## src/rtl/cbb_pkg.sv

```systemverilog
package cbb_pkg;
  localparam logic [7:0] CMD_RD = 8'h72;
  localparam logic [7:0] CMD_WR = 8'h77;

  typedef enum logic [3:0] {
    S_IDLE,
    S_DEV,
    S_REG,
    S_CNT,
    S_ISSUE,
    S_WPAY,
    S_RPAY,
    S_DRAIN,
    S_WAIT
  } parse_state_t;
endpackage

```

## src/rtl/stream_stage.sv

```systemverilog
module stream_stage #(
  parameter int W = 8
) (
  input  logic         clk,
  input  logic         rst,
  input  logic         in_valid,
  input  logic [W-1:0] in_data,
  output logic         in_ready,
  output logic         out_valid,
  output logic [W-1:0] out_data,
  input  logic         out_ready
);
  assign in_ready = !out_valid || out_ready;

  always_ff @(posedge clk) begin
    if (rst) begin
      out_valid <= 1'b0;
      out_data  <= '0;
    end else if (in_ready) begin
      out_valid <= in_valid;
      if (in_valid) out_data <= in_data;
    end
  end
endmodule

```

## src/rtl/cmd_parse_fsm.sv

```systemverilog
module cmd_parse_fsm
  import cbb_pkg::*;
#(
  parameter int DATA_W = 8,
  parameter int ADDR_W = 7,
  parameter int CNT_W  = 8
) (
  input  logic              clk,
  input  logic              rst,
  input  logic              in_valid,
  input  logic [DATA_W-1:0] in_data,
  output logic              in_ready,
  output logic              req_valid,
  input  logic              req_ready,
  output logic              req_read,
  output logic [ADDR_W-1:0] req_dev,
  output logic [DATA_W-1:0] req_reg,
  output logic [CNT_W-1:0]  req_count,
  output logic              wr_in_valid,
  input  logic              wr_in_ready,
  input  logic              bus_rd_valid,
  output logic              bus_rd_ready,
  output logic              rd_in_valid,
  input  logic              rd_in_ready,
  input  logic              wr_busy,
  input  logic              rd_busy,
  input  logic              txn_done,
  output logic              err_addr
);
  localparam logic [CNT_W-1:0] ONE = CNT_W'(1);

  parse_state_t state;
  logic [CNT_W-1:0] left;
  logic is_read, bad_dev, done_seen;
  logic in_fire, rd_fire, dev_oob;

  assign dev_oob = |in_data[DATA_W-1:ADDR_W];

  always_comb begin
    case (state)
      S_ISSUE, S_RPAY, S_WAIT: in_ready = 1'b0;
      S_WPAY:                  in_ready = wr_in_ready;
      default:                 in_ready = 1'b1;
    endcase
  end

  assign in_fire      = in_valid && in_ready;
  assign req_valid    = (state == S_ISSUE);
  assign wr_in_valid  = (state == S_WPAY) && in_valid;
  assign rd_in_valid  = (state == S_RPAY) && bus_rd_valid;
  assign bus_rd_ready = (state == S_RPAY) && rd_in_ready;
  assign rd_fire      = bus_rd_valid && bus_rd_ready;

  always_ff @(posedge clk) begin
    if (rst) begin
      state     <= S_IDLE;
      left      <= '0;
      is_read   <= 1'b0;
      bad_dev   <= 1'b0;
      done_seen <= 1'b0;
      err_addr  <= 1'b0;
      req_read  <= 1'b0;
      req_dev   <= '0;
      req_reg   <= '0;
      req_count <= '0;
    end else begin
      err_addr <= 1'b0;
      if (txn_done && (state == S_WPAY || state == S_RPAY || state == S_WAIT))
        done_seen <= 1'b1;
      case (state)
        S_IDLE: begin
          done_seen <= 1'b0;
          if (in_fire && (in_data[7:0] == CMD_RD || in_data[7:0] == CMD_WR)) begin
            is_read <= (in_data[7:0] == CMD_RD);
            state   <= S_DEV;
          end
        end
        S_DEV: if (in_fire) begin
          bad_dev  <= dev_oob;
          err_addr <= dev_oob;
          req_dev  <= in_data[ADDR_W-1:0];
          state    <= S_REG;
        end
        S_REG: if (in_fire) begin
          req_reg <= in_data;
          state   <= S_CNT;
        end
        S_CNT: if (in_fire) begin
          req_count <= in_data[CNT_W-1:0];
          left      <= in_data[CNT_W-1:0];
          req_read  <= is_read;
          if (in_data[CNT_W-1:0] == '0) state <= S_IDLE;
          else if (bad_dev)             state <= is_read ? S_IDLE : S_DRAIN;
          else                          state <= S_ISSUE;
        end
        S_ISSUE: if (req_ready) state <= is_read ? S_RPAY : S_WPAY;
        S_WPAY: if (in_fire) begin
          left <= left - ONE;
          if (left == ONE) state <= S_WAIT;
        end
        S_DRAIN: if (in_fire) begin
          left <= left - ONE;
          if (left == ONE) state <= S_IDLE;
        end
        S_RPAY: if (rd_fire) begin
          left <= left - ONE;
          if (left == ONE) state <= S_WAIT;
        end
        S_WAIT: if ((done_seen || txn_done) && !wr_busy && !rd_busy) begin
          done_seen <= 1'b0;
          state     <= S_IDLE;
        end
        default: state <= S_IDLE;
      endcase
    end
  end
endmodule

```

## src/rtl/cmd_bus_bridge.sv

```systemverilog
module cmd_bus_bridge #(
  parameter int DATA_W = 8,
  parameter int ADDR_W = 7,
  parameter int CNT_W  = 8
) (
  input  logic              clk,
  input  logic              rst,
  input  logic [DATA_W-1:0] host_in_data,
  input  logic              host_in_valid,
  output logic              host_in_ready,
  output logic              req_valid,
  input  logic              req_ready,
  output logic              req_read,
  output logic [ADDR_W-1:0] req_dev,
  output logic [DATA_W-1:0] req_reg,
  output logic [CNT_W-1:0]  req_count,
  output logic [DATA_W-1:0] wr_data,
  output logic              wr_valid,
  input  logic              wr_ready,
  input  logic [DATA_W-1:0] bus_rd_data,
  input  logic              bus_rd_valid,
  output logic              bus_rd_ready,
  output logic [DATA_W-1:0] host_out_data,
  output logic              host_out_valid,
  input  logic              host_out_ready,
  input  logic              txn_done,
  output logic              err_addr
);
  logic wr_in_valid, wr_in_ready, rd_in_valid, rd_in_ready;

  cmd_parse_fsm #(.DATA_W(DATA_W), .ADDR_W(ADDR_W), .CNT_W(CNT_W)) u_fsm (
    .clk(clk), .rst(rst),
    .in_valid(host_in_valid), .in_data(host_in_data), .in_ready(host_in_ready),
    .req_valid(req_valid), .req_ready(req_ready), .req_read(req_read),
    .req_dev(req_dev), .req_reg(req_reg), .req_count(req_count),
    .wr_in_valid(wr_in_valid), .wr_in_ready(wr_in_ready),
    .bus_rd_valid(bus_rd_valid), .bus_rd_ready(bus_rd_ready),
    .rd_in_valid(rd_in_valid), .rd_in_ready(rd_in_ready),
    .wr_busy(wr_valid), .rd_busy(host_out_valid),
    .txn_done(txn_done), .err_addr(err_addr)
  );

  stream_stage #(.W(DATA_W)) u_wr_stage (
    .clk(clk), .rst(rst),
    .in_valid(wr_in_valid), .in_data(host_in_data), .in_ready(wr_in_ready),
    .out_valid(wr_valid), .out_data(wr_data), .out_ready(wr_ready)
  );

  stream_stage #(.W(DATA_W)) u_rd_stage (
    .clk(clk), .rst(rst),
    .in_valid(rd_in_valid), .in_data(bus_rd_data), .in_ready(rd_in_ready),
    .out_valid(host_out_valid), .out_data(host_out_data), .out_ready(host_out_ready)
  );
endmodule

```

## config.mk

```make
export PLATFORM = sky130hd
export DESIGN_NAME = cmd_bus_bridge
export DESIGN_NICKNAME = d
export VERILOG_FILES = /design/src/rtl/cbb_pkg.sv /design/src/rtl/stream_stage.sv /design/src/rtl/cmd_parse_fsm.sv /design/src/rtl/cmd_bus_bridge.sv
export SDC_FILE = /design/constraint.sdc
export NUM_CORES = 1
export LEC_CHECK = 0
export BUFFER_PORTS_ARGS = -buffer_cell sky130_fd_sc_hd__clkbuf_2
export CORE_MARGIN = 2
export CORE_UTILIZATION = 35
export DETAILED_ROUTE_END_ITERATION = 6
export GPL_TIMING_DRIVEN = 0
export PLACE_DENSITY = 0.58
export SKIP_LAST_GASP = 1
export SYNTH_ARGS = -nofsm -noshare
export SYNTH_HDL_FRONTEND = slang
export SYNTH_SLANG_ARGS = --single-unit
```

## constraint.sdc

```tcl
create_clock -name clk -period 2.1 [get_ports clk]
set_input_delay 0.21 -clock clk [delete_from_list [all_inputs] [get_ports clk]]
set_output_delay 0.21 -clock clk [all_outputs]
set_load 0.01 [all_outputs]
```

After elaboration in Yosys (flattened, before gate mapping)
Index checks and enable logic that the tools add are counted.

Register bits: 58. Input port bits: 24. Output and inout port bits: 46. Logic and storage cells: 94.

Add/sub/neg operators: 1. Eq/ne operators: 22. Mux-type cells: 24. Bitwise operators: 2. Reduce and logical (&&, ||, !) cells: 31.

Operators by type and width (number): 4-bit two-way mux (13); 4-bit one-hot mux with 9 select lines (1); 8-bit two-way mux (3); 8-bit one-hot mux with 3 select lines (1); 2-bit by 1-bit inequality test with 1-bit output (second input constant) (10); 4-bit by 3-bit == test with 1-bit output (second input constant) (4); 8-bit by 7-bit == test with 1-bit output (second input constant) (2); 2-bit AND reduction (6); 10-bit AND reduction (1); 1-bit logical AND (9); 4-bit by 2-bit == test with 1-bit output (second input constant) (2); 8-bit by 1-bit == test with 1-bit output (second input constant) (1); 8-bit logical NOT (1); 8-bit by 1-bit subtractor with 8-bit output (second input constant) (1); 1-bit logical OR (6); 3-bit OR reduction (2); 4-bit by 1-bit == test with 1-bit output (second input constant) (1); 4-bit == test (second input constant) (1); 4-bit logical NOT (1); 1-bit one-hot mux with 2 select lines (2); 4-bit AND reduction (1); 3-bit two-way mux (1); 3-bit nonzero test (1); 1-bit logical NOT (2); other kinds (5) (7).

Depth between registers and ports, before layout
Gate-level depths: netlist of run 1.

Depth after elaboration: 7. Depth in mapped cells: 7. Gate-level depth less buffers: 6.

Cells and area by module
A second synthesis of run 1 with hierarchy kept.

Cell total of the unflattened synthesis: 319. Area total of the unflattened synthesis: 2961.6 µm².

By module, submodules not included: cmd_parse_fsm (instances 1, cells an instance 237, area each 2078.2 µm², sequential area each 800.8 µm²); stream_stage (instances 2, cells an instance 41, area each 441.7 µm², sequential area each 180.2 µm²).

Least setup slack after synthesis of run 1
Ideal clock, no wire load.

Path type: register to register. From: reg u_fsm.state[1]. To: reg u_fsm.state[1]. Library setup time: 116 ps. Arrival time: 1426 ps. Data required time: 1984 ps. Slack: 558 ps. Stages on the path, launching flop included: 7. Clock period less this slack: 1542 ps. Cells stage by stage: dfxtp_1 buf_6 or4b_1 o21ai_2 a22oi_2 a41o_1 o211a_1.

Word-level cells in the longest chain between the ends: 7. Elaborated cells on any way between the ends: 30. Classes of those cells: eq/ne: 18; mux: 5; reduce/logical: 7.

RTL lines: start, declared (RTL line cmd_parse_fsm.sv:32) `parse_state_t state;`; start signal, assigned (RTL line cmd_parse_fsm.sv:93) `else if (bad_dev) state <= is_read ? S_IDLE : S_DRAIN;`; start signal, assigned (RTL line cmd_parse_fsm.sv:96) `S_ISSUE: if (req_ready) state <= is_read ? S_RPAY : S_WPAY;`; 4-bit by 3-bit == test with 1-bit output (tied with other cells) (RTL line cmd_parse_fsm.sv:40, cmd_parse_fsm.sv:70); 3-bit OR reduction (RTL line cmd_parse_fsm.sv:40) `case (state)`; 1-bit one-hot mux with 2 select lines (RTL line cmd_parse_fsm.sv:40); 1-bit logical AND (RTL line cmd_parse_fsm.sv:47) `assign in_fire = in_valid && in_ready;`; 1-bit logical AND (RTL line cmd_parse_fsm.sv:73) `if (in_fire && (in_data[7:0] == CMD_RD || in_data[7:0] == CMD_WR)) begin`; 2-bit by 1-bit inequality test with 1-bit output (no line); 10-bit AND reduction (no line).

Parallel ways exist; a longest one is shown, timed or not. The select of a mux whose other input is x is not followed. A chain may end at the register's enable or synchronous reset.

Worst setup path after layout of run 1
From: reg u_fsm.state[2]. To: out host_in_ready.

Word-level cells in the longest chain between the ends: 3. Elaborated cells on any way between the ends: 6. Classes of those cells: eq/ne: 4; mux: 1; reduce/logical: 1.

RTL lines: 4-bit by 3-bit == test with 1-bit output / 4-bit == test (equally long branches) (RTL line cmd_parse_fsm.sv:40); 3-bit OR reduction (RTL line cmd_parse_fsm.sv:40); 1-bit one-hot mux with 2 select lines * (RTL line cmd_parse_fsm.sv:40); end, declared (RTL line cmd_bus_bridge.sv:10) `output logic host_in_ready,`.

Every way passes the cells marked *; elsewhere a longest branch is shown, timed or not.

==> qor.yml, run 1 <==
clock_tree:
  clock_latency_on_the_worst_skew_pair_ns: 0.35
  numCtsBuffers: 9
  max-clock-path-buffers: 2
  cts.repair_timing.setup_buffer_count: 0
  clk_pin_slew_worst_paths_ns: 0.07
  cts_hold_buffers: 0
  cts_max_level: 3
  post_cts.resized_instances: 0
  cts_root_buffer: "sky130_fd_sc_hd__clkbuf_8"
  clock_tree_from_tritoncts: "yes"
  tritoncts_num_sinks: 58
die:
  core_region_area_um2: 7650
  start_util_pct: 35.9
  die_width_um: 92.6
  fp.dieH_um: 92.6
  dieArea_um2: 8570
  row_count: 32
  boundaryPins: 70
logic_synthesis:
  ys_seq_area_share_pct: 42.3
  post_synth_top_area_share_pct: 42.3
  synth_async_sr_flop_share_pct: 0
  synth_cell_type_count: 59
  synth_top_cells_by_area: "sky130_fd_sc_hd__dfxtp_1, sky130_fd_sc_hd__mux2i_1, sky130_fd_sc_hd__nor2_1, sky130_fd_sc_hd__a21oi_1, sky130_fd_sc_hd__o31ai_1"
  yosys_register_bits: 58
  synthFlopType: "sky130_fd_sc_hd__dfxtp_1"
  synth_top_cell_by_area: "sky130_fd_sc_hd__dfxtp_1"
  ys_warn_count: 0
  synthesis.area_um2: 2750
  synth_area_per_cell_um2: 9.19
  synth_cells: 299
  net_count_synth: 325
  post_synth_edffs: 0
worst_setup_path:
  largest_stage_delay_on_the_critical_path_ns: 0.44
  critPathSlowestCell: "sky130_fd_sc_hd__dfxtp_1"
  critical_path.cell_chain: "buf_2, nor2_1, and3_1, a21oi_1, clkbuf_2"
  timing.setup.critical_path_class: "reg2out"
  critical_path_arrival_ns: 1.66
  critical_path_buf_inv_count: 2
  setup.worst_path.start_class: "flip-flop"
  setup.worst_path.end_class: "primary output"
  worst-endpoint-required_ns: 1.89
  cpLargestDelayFamily: "flip-flops"
  cp_max_fo: 10
timing:
  max_slew.worst_pin.slew_ns: 0.555
  final_max_slew_viol_count: 0
  final.period_utilization_pct: 89.1
  timing.setup.tns_ns: 0
  timing.max_slew.rel_slack_pct: 63.0
  timing.final.setup_violations: 0
  final.setup_skew_ns: 0.00787
  rsz0062_at_grt: "false"
  max_freq_ghz: 0.535
  final-hold-violation-count: 0
  min_period_ns: 1.87
route:
  drt.antenna.violating_nets: 0
  via_per_inst: 5.24
  drt-wirelength-per-cell_um: 15.3
  detailroute.via_count: 2538
  drt_iter0_drc: 184
  detailedRoute.firstPassIterationCount: 4
  routed_wl_mm: 7.39
  drt_drc_violations_left: 0
run:
  max-cap-violations: 0
global_routing:
  grt_antenna_before_repair: 0
  grt_pass1_vias: 2456
  grt.total_usage_pct: 18.1
  maximum_number_of_pins_on_one_net_before_global_route_repair: 12
  grt-ovfl-total: 0
  grt_first_pass_wirelength_mm: 12.2
place:
  gp_congestion: 0.957
  post_dp_area_um2: 3210
  hpwl_mm: 5.28
  port-buffer-count: 67
cells_and_area:
  finalNetCount: 403
  post-route-cell-area_um2: 3430
  antenna_cells: 0
  syn_to_final_growth_pct: 24.8
  nFillCells: 762
  most_common_library_cell_in_the_layout_ignoring_fill_and_taps: "sky130_fd_sc_hd__clkbuf_2"
  layout-drive-gt1-share_pct: 27.7
  mostFrequentLayoutCells: "sky130_fd_sc_hd__clkbuf_2, sky130_fd_sc_hd__nor2_1, sky130_fd_sc_hd__dfxtp_1"
hold_path:
  hold_class: "in2reg"
power:
  cellLeakagePower_nw: 1.55
  power_density_nw_per_um2: 901
  maximum_vdd_ir_drop_mv: 0.425
outcome:
  run_status: "completed"
worst paths after layout:
check / start / to / slack, ns / cells after the start
hold / removal: bus_rd_data[1] / u_rd_stage.out_data[1]$_SDFFE_PP0P_ / 0.1 / 3
hold reg to reg: u_wr_stage.out_data[1]$_SDFFE_PP0P_ / u_wr_stage.out_data[1]$_SDFFE_PP0P_ / 0.49 / 2
setup / recovery: u_fsm.state[2]$_SDFFE_PP0P_ / host_in_ready / 0.23 / 5
setup reg to reg: u_fsm.state[0]$_SDFFE_PP0P_ / u_fsm.left[3]$_SDFFE_PP0P_ / 0.31 / 6
synth_stat cells, drive strengths merged, types with 6 or more instances:
cell / number
a21oi: 16
o31ai: 6
buf: 11
clkbuf: 7
inv: 8
mux2i: 39
nor2: 63
dfxtp: 58
nand2: 9
o21ai: 7
nand3: 8
kinds of logic after synthesis:
| family | count (synthesis) | share of synthesized area [%] |
|---|---|---|
| AND/OR/NAND/NOR | 113 | 20.8 |
| AO/OA/AOI/OAI | 59 | 16.3 |
| flip-flops | 58 | 42.3 |
| multiplexers | 39 | 14.2 |
| buffers and inverters | 26 | 4.92 |
| XOR/XNOR | 2 | 0.638 |
| adder cells (fa/ha/maj) | 2 | 0.911 |
worst register-to-register path, cell delays in order (launching register included):
cell                       delay (ns)
sky130_fd_sc_hd__dfxtp_1         0.35
sky130_fd_sc_hd__buf_4           0.19
sky130_fd_sc_hd__o21ai_2         0.34
sky130_fd_sc_hd__buf_2           0.29
sky130_fd_sc_hd__nor2_1          0.07
sky130_fd_sc_hd__o311ai_0        0.29
sky130_fd_sc_hd__o31ai_1         0.12
layout make-up:
class	count	area, um^2	share of cell area (%)
clock inverter	6	90.1	2.63
tap	102	128	3.72
multi-input combinational	215	1450	42.3
sequential	58	1160	33.9
buffer	18	105	3.07
clock buffer	10	128	3.72
timing repair buffer	67	335	9.78
inverter	8	30.0	0.876
report_power, final:
part / leakage [nW] / switching, mW / internal [mW]
combinational: 0.974 / 0.435 / 0.282
sequential: 0.468 / 0.0461 / 1.16
clock: 0.107 / 0.491 / 0.672
total: 1.55 / 0.972 / 2.12
metrics by stage:
stage / worst slack (ns) / cells / power, mW / hold slack (ns) / util [%]
CTS: 0.235 / 484 / 3.10 / 0.0910 / 44.8
detailed placement: 0.324 / 468 / 1.94 / 0.450 / 42.0
finish: 0.230 / 484 / 3.09 / 0.0961 / 44.8
floorplan: 0.558 / 299 / 1.73 / 0.354 / -
global route: 0.0990 / 484 / 3.23 / 0.102 / 44.8
global placement: 0.341 / 468 / 1.94 / 0.442 / 42.0
layer usage:
metal	wire, um	track usage [%]
met5	0	0
met4	138	7.96
met3	466	4.72
met2	3330	28.3
met1	3460	23.5
Power figures use the tool's default switching activity.
==> inputs of run 2 (changes only) <==
- MAX_ROUTING_LAYER: not set -> met4
==> qor.yml, run 2 (same netlist as run 1, synthesis figures left out) <==
outcome:
  run_status: "completed"
run:
  max-cap-violations: 0  # unchanged
cells_and_area:
  antenna_cells: 0  # unchanged
  layout-drive-gt1-share_pct: 27.7  # unchanged
  seqCellArea_um2: 1160  # unchanged
  mostFrequentLayoutCells: "sky130_fd_sc_hd__clkbuf_2, sky130_fd_sc_hd__nor2_1, sky130_fd_sc_hd__dfxtp_1"
  nFillCells: 762  # unchanged
  final_util_pct: 44.8  # unchanged
  finalNetCount: 403  # unchanged
  instances_no_fill: 484  # unchanged
  post-route-cell-area_um2: 3430  # unchanged
  syn_to_final_growth_pct: 24.8  # unchanged
  multi_input_area_um2: 1450  # unchanged
  most_common_library_cell_in_the_layout_ignoring_fill_and_taps: "sky130_fd_sc_hd__clkbuf_2"
place:
  port-buffer-count: 67  # unchanged
  gp_congestion: 0.974  # +1.8%
  dp.cells: 468  # unchanged
  post_dp_area_um2: 3210  # unchanged
  hpwl_mm: 5.28  # unchanged
worst_setup_path:
  reg2reg_slack_ns: 0.31  # about the same
  critical_path_arrival_ns: 1.65  # about the same
  regToRegEndpoint: "u_fsm.left[3]$_SDFFE_PP0P_"
  worst-endpoint-required_ns: 1.89  # about the same
  setup.worst_path.start_class: "flip-flop"
  timing.setup.critical_path_class: "reg2out"
  reg2reg_from: "u_fsm.state[0]$_SDFFE_PP0P_"
  setup.worst_path.end_class: "primary output"
  cp_max_fo: 10  # unchanged
  r2r_cells: 6  # unchanged
timing:
  timing.final.setup_violations: 0  # unchanged
  max_slew.worst_pin.slew_ns: 0.534  # -0.0217 ns
  final.setup_skew_ns: 0.00762  # -0.000245 ns
  min_period_ns: 1.86  # -0.0105 ns
  timing.max_slew.rel_slack_pct: 64.4  # +1.4 points
  final-hold-violation-count: 0  # unchanged
  max_freq_ghz: 0.538  # +0.56%
  rsz0062_at_grt: "false"
  final.period_utilization_pct: 88.6  # -0.50 points
  final_max_slew_viol_count: 0  # unchanged
  timing.setup.tns_ns: 0  # unchanged
hold_path:
  hold_class: "in2reg"
  holdPathStages: 3  # unchanged
  timing.hold.worst.start: "bus_rd_data[4]"
  hold_end: "u_rd_stage.out_data[4]$_SDFFE_PP0P_"
clock_tree:
  clk_pin_slew_worst_paths_ns: 0.07  # about the same
  numCtsBuffers: 9  # unchanged
  post_cts.resized_instances: 0  # unchanged
  cts_hold_buffers: 0  # unchanged
  tritoncts_num_sinks: 58  # unchanged
  cts_max_level: 3  # unchanged
  cts_root_buffer: "sky130_fd_sc_hd__clkbuf_8"
  cts.repair_timing.setup_buffer_count: 0  # unchanged
  clock_tree_from_tritoncts: "yes"
  max-clock-path-buffers: 2  # unchanged
  clock_latency_on_the_worst_skew_pair_ns: 0.34  # about the same
die:
  start_util_pct: 35.9  # unchanged
  row_count: 32  # unchanged
  dieArea_um2: 8570  # unchanged
  boundaryPins: 70  # unchanged
  core_region_area_um2: 7650  # unchanged
  fp.dieH_um: 92.6  # unchanged
  die_width_um: 92.6  # unchanged
global_routing:
  grt-ovfl-total: 0  # unchanged
  maximum_number_of_pins_on_one_net_before_global_route_repair: 12  # unchanged
  grt.total_usage_pct: 18.6  # +0.45 points
  grt_pass1_vias: 2462  # +0.24%
  grt_antenna_before_repair: 0  # unchanged
  grt_first_pass_wirelength_mm: 12.2  # -0.11%
power:
  finalPower_mw: 3.08  # -0.21%
  cellLeakagePower_nw: 1.55  # unchanged
  power_density_nw_per_um2: 899  # -0.21%
  maximum_vdd_ir_drop_mv: 0.426  # +0.20%
route:
  detailedRoute.firstPassIterationCount: 4  # unchanged
  drt_drc_violations_left: 0  # unchanged
  drt.antenna.violating_nets: 0  # unchanged
  drt_iter0_drc: 187  # +1.6%
  drt-wirelength-per-cell_um: 15.3  # about the same
  detailroute.via_count: 2532  # -0.24%
  via_per_inst: 5.23  # -0.24%
  routed_wl_mm: 7.40  # about the same
==> run 2: cell counts in the layout (fill, tap and decap cells not counted) <==
No cell type changed its count.
==> run 2: critical path, stage by stage, from the launching register on <==
cell and delay (ns):
sky130_fd_sc_hd__dfxtp_1 0.43, sky130_fd_sc_hd__buf_2 0.26, sky130_fd_sc_hd__nor2_1 0.10, sky130_fd_sc_hd__and3_1 0.22, sky130_fd_sc_hd__a21oi_1 0.15, sky130_fd_sc_hd__clkbuf_2 0.15
==> run 2: layer usage <==
metal,part of all wire [%],vias to the layer above,GRT usage (%)
li1,-,1237,-
met1,46,1192,24.3
met2,46,93,28.3
met3,6.2,10,3.34
met4,1.3,0,7.96
met5,0,-,-
==> run 2: metrics by stage <==
stage	worst slack (ns)	hold WS [ns]
after floorplan	0.558	0.354
after global placement	0.341	0.442
after detailed placement	0.324	0.450
after CTS	0.235	0.0910
after global routing	0.102	0.105
final	0.240	0.101
==> run 2: worst max path at each step <==
| stage | from | end | cells past startpoint |
|---|---|---|---|
| final | u_fsm.state[2]$_SDFFE_PP0P_ | host_in_ready | 5 |
| after global placement | u_fsm.state[0]$_SDFFE_PP0P_ | u_fsm.left[3]$_SDFFE_PP0P_ | 6 |
| after CTS | u_fsm.state[2]$_SDFFE_PP0P_ | host_in_ready | 5 |
| after global routing | u_fsm.state[2]$_SDFFE_PP0P_ | host_in_ready | 5 |
| after floorplan | u_fsm.state[1]$_SDFFE_PP0P_ | u_fsm.state[1]$_SDFFE_PP0P_ | 6 |
| after detailed placement | u_fsm.state[0]$_SDFFE_PP0P_ | u_fsm.left[3]$_SDFFE_PP0P_ | 6 |
==> run 2: cell type report <==
class | instances | share of cell area, %
clock buffers | 10 | 3.72
multi-input cells | 215 | 42.3
inverters | 8 | 0.876
well taps | 102 | 3.72
flip-flops and latches | 58 | 33.9
clock inverters | 6 | 2.63
repair buffers | 67 | 9.78
plain buffers | 18 | 3.07
==> run 2: report_power, final <==
part	leakage [nW]	total, mW	internal [mW]	switching [mW]
Combinational	0.974	0.715	0.282	0.433
Clock	0.107	1.16	0.672	0.485
Sequential	0.468	1.21	1.16	0.0460
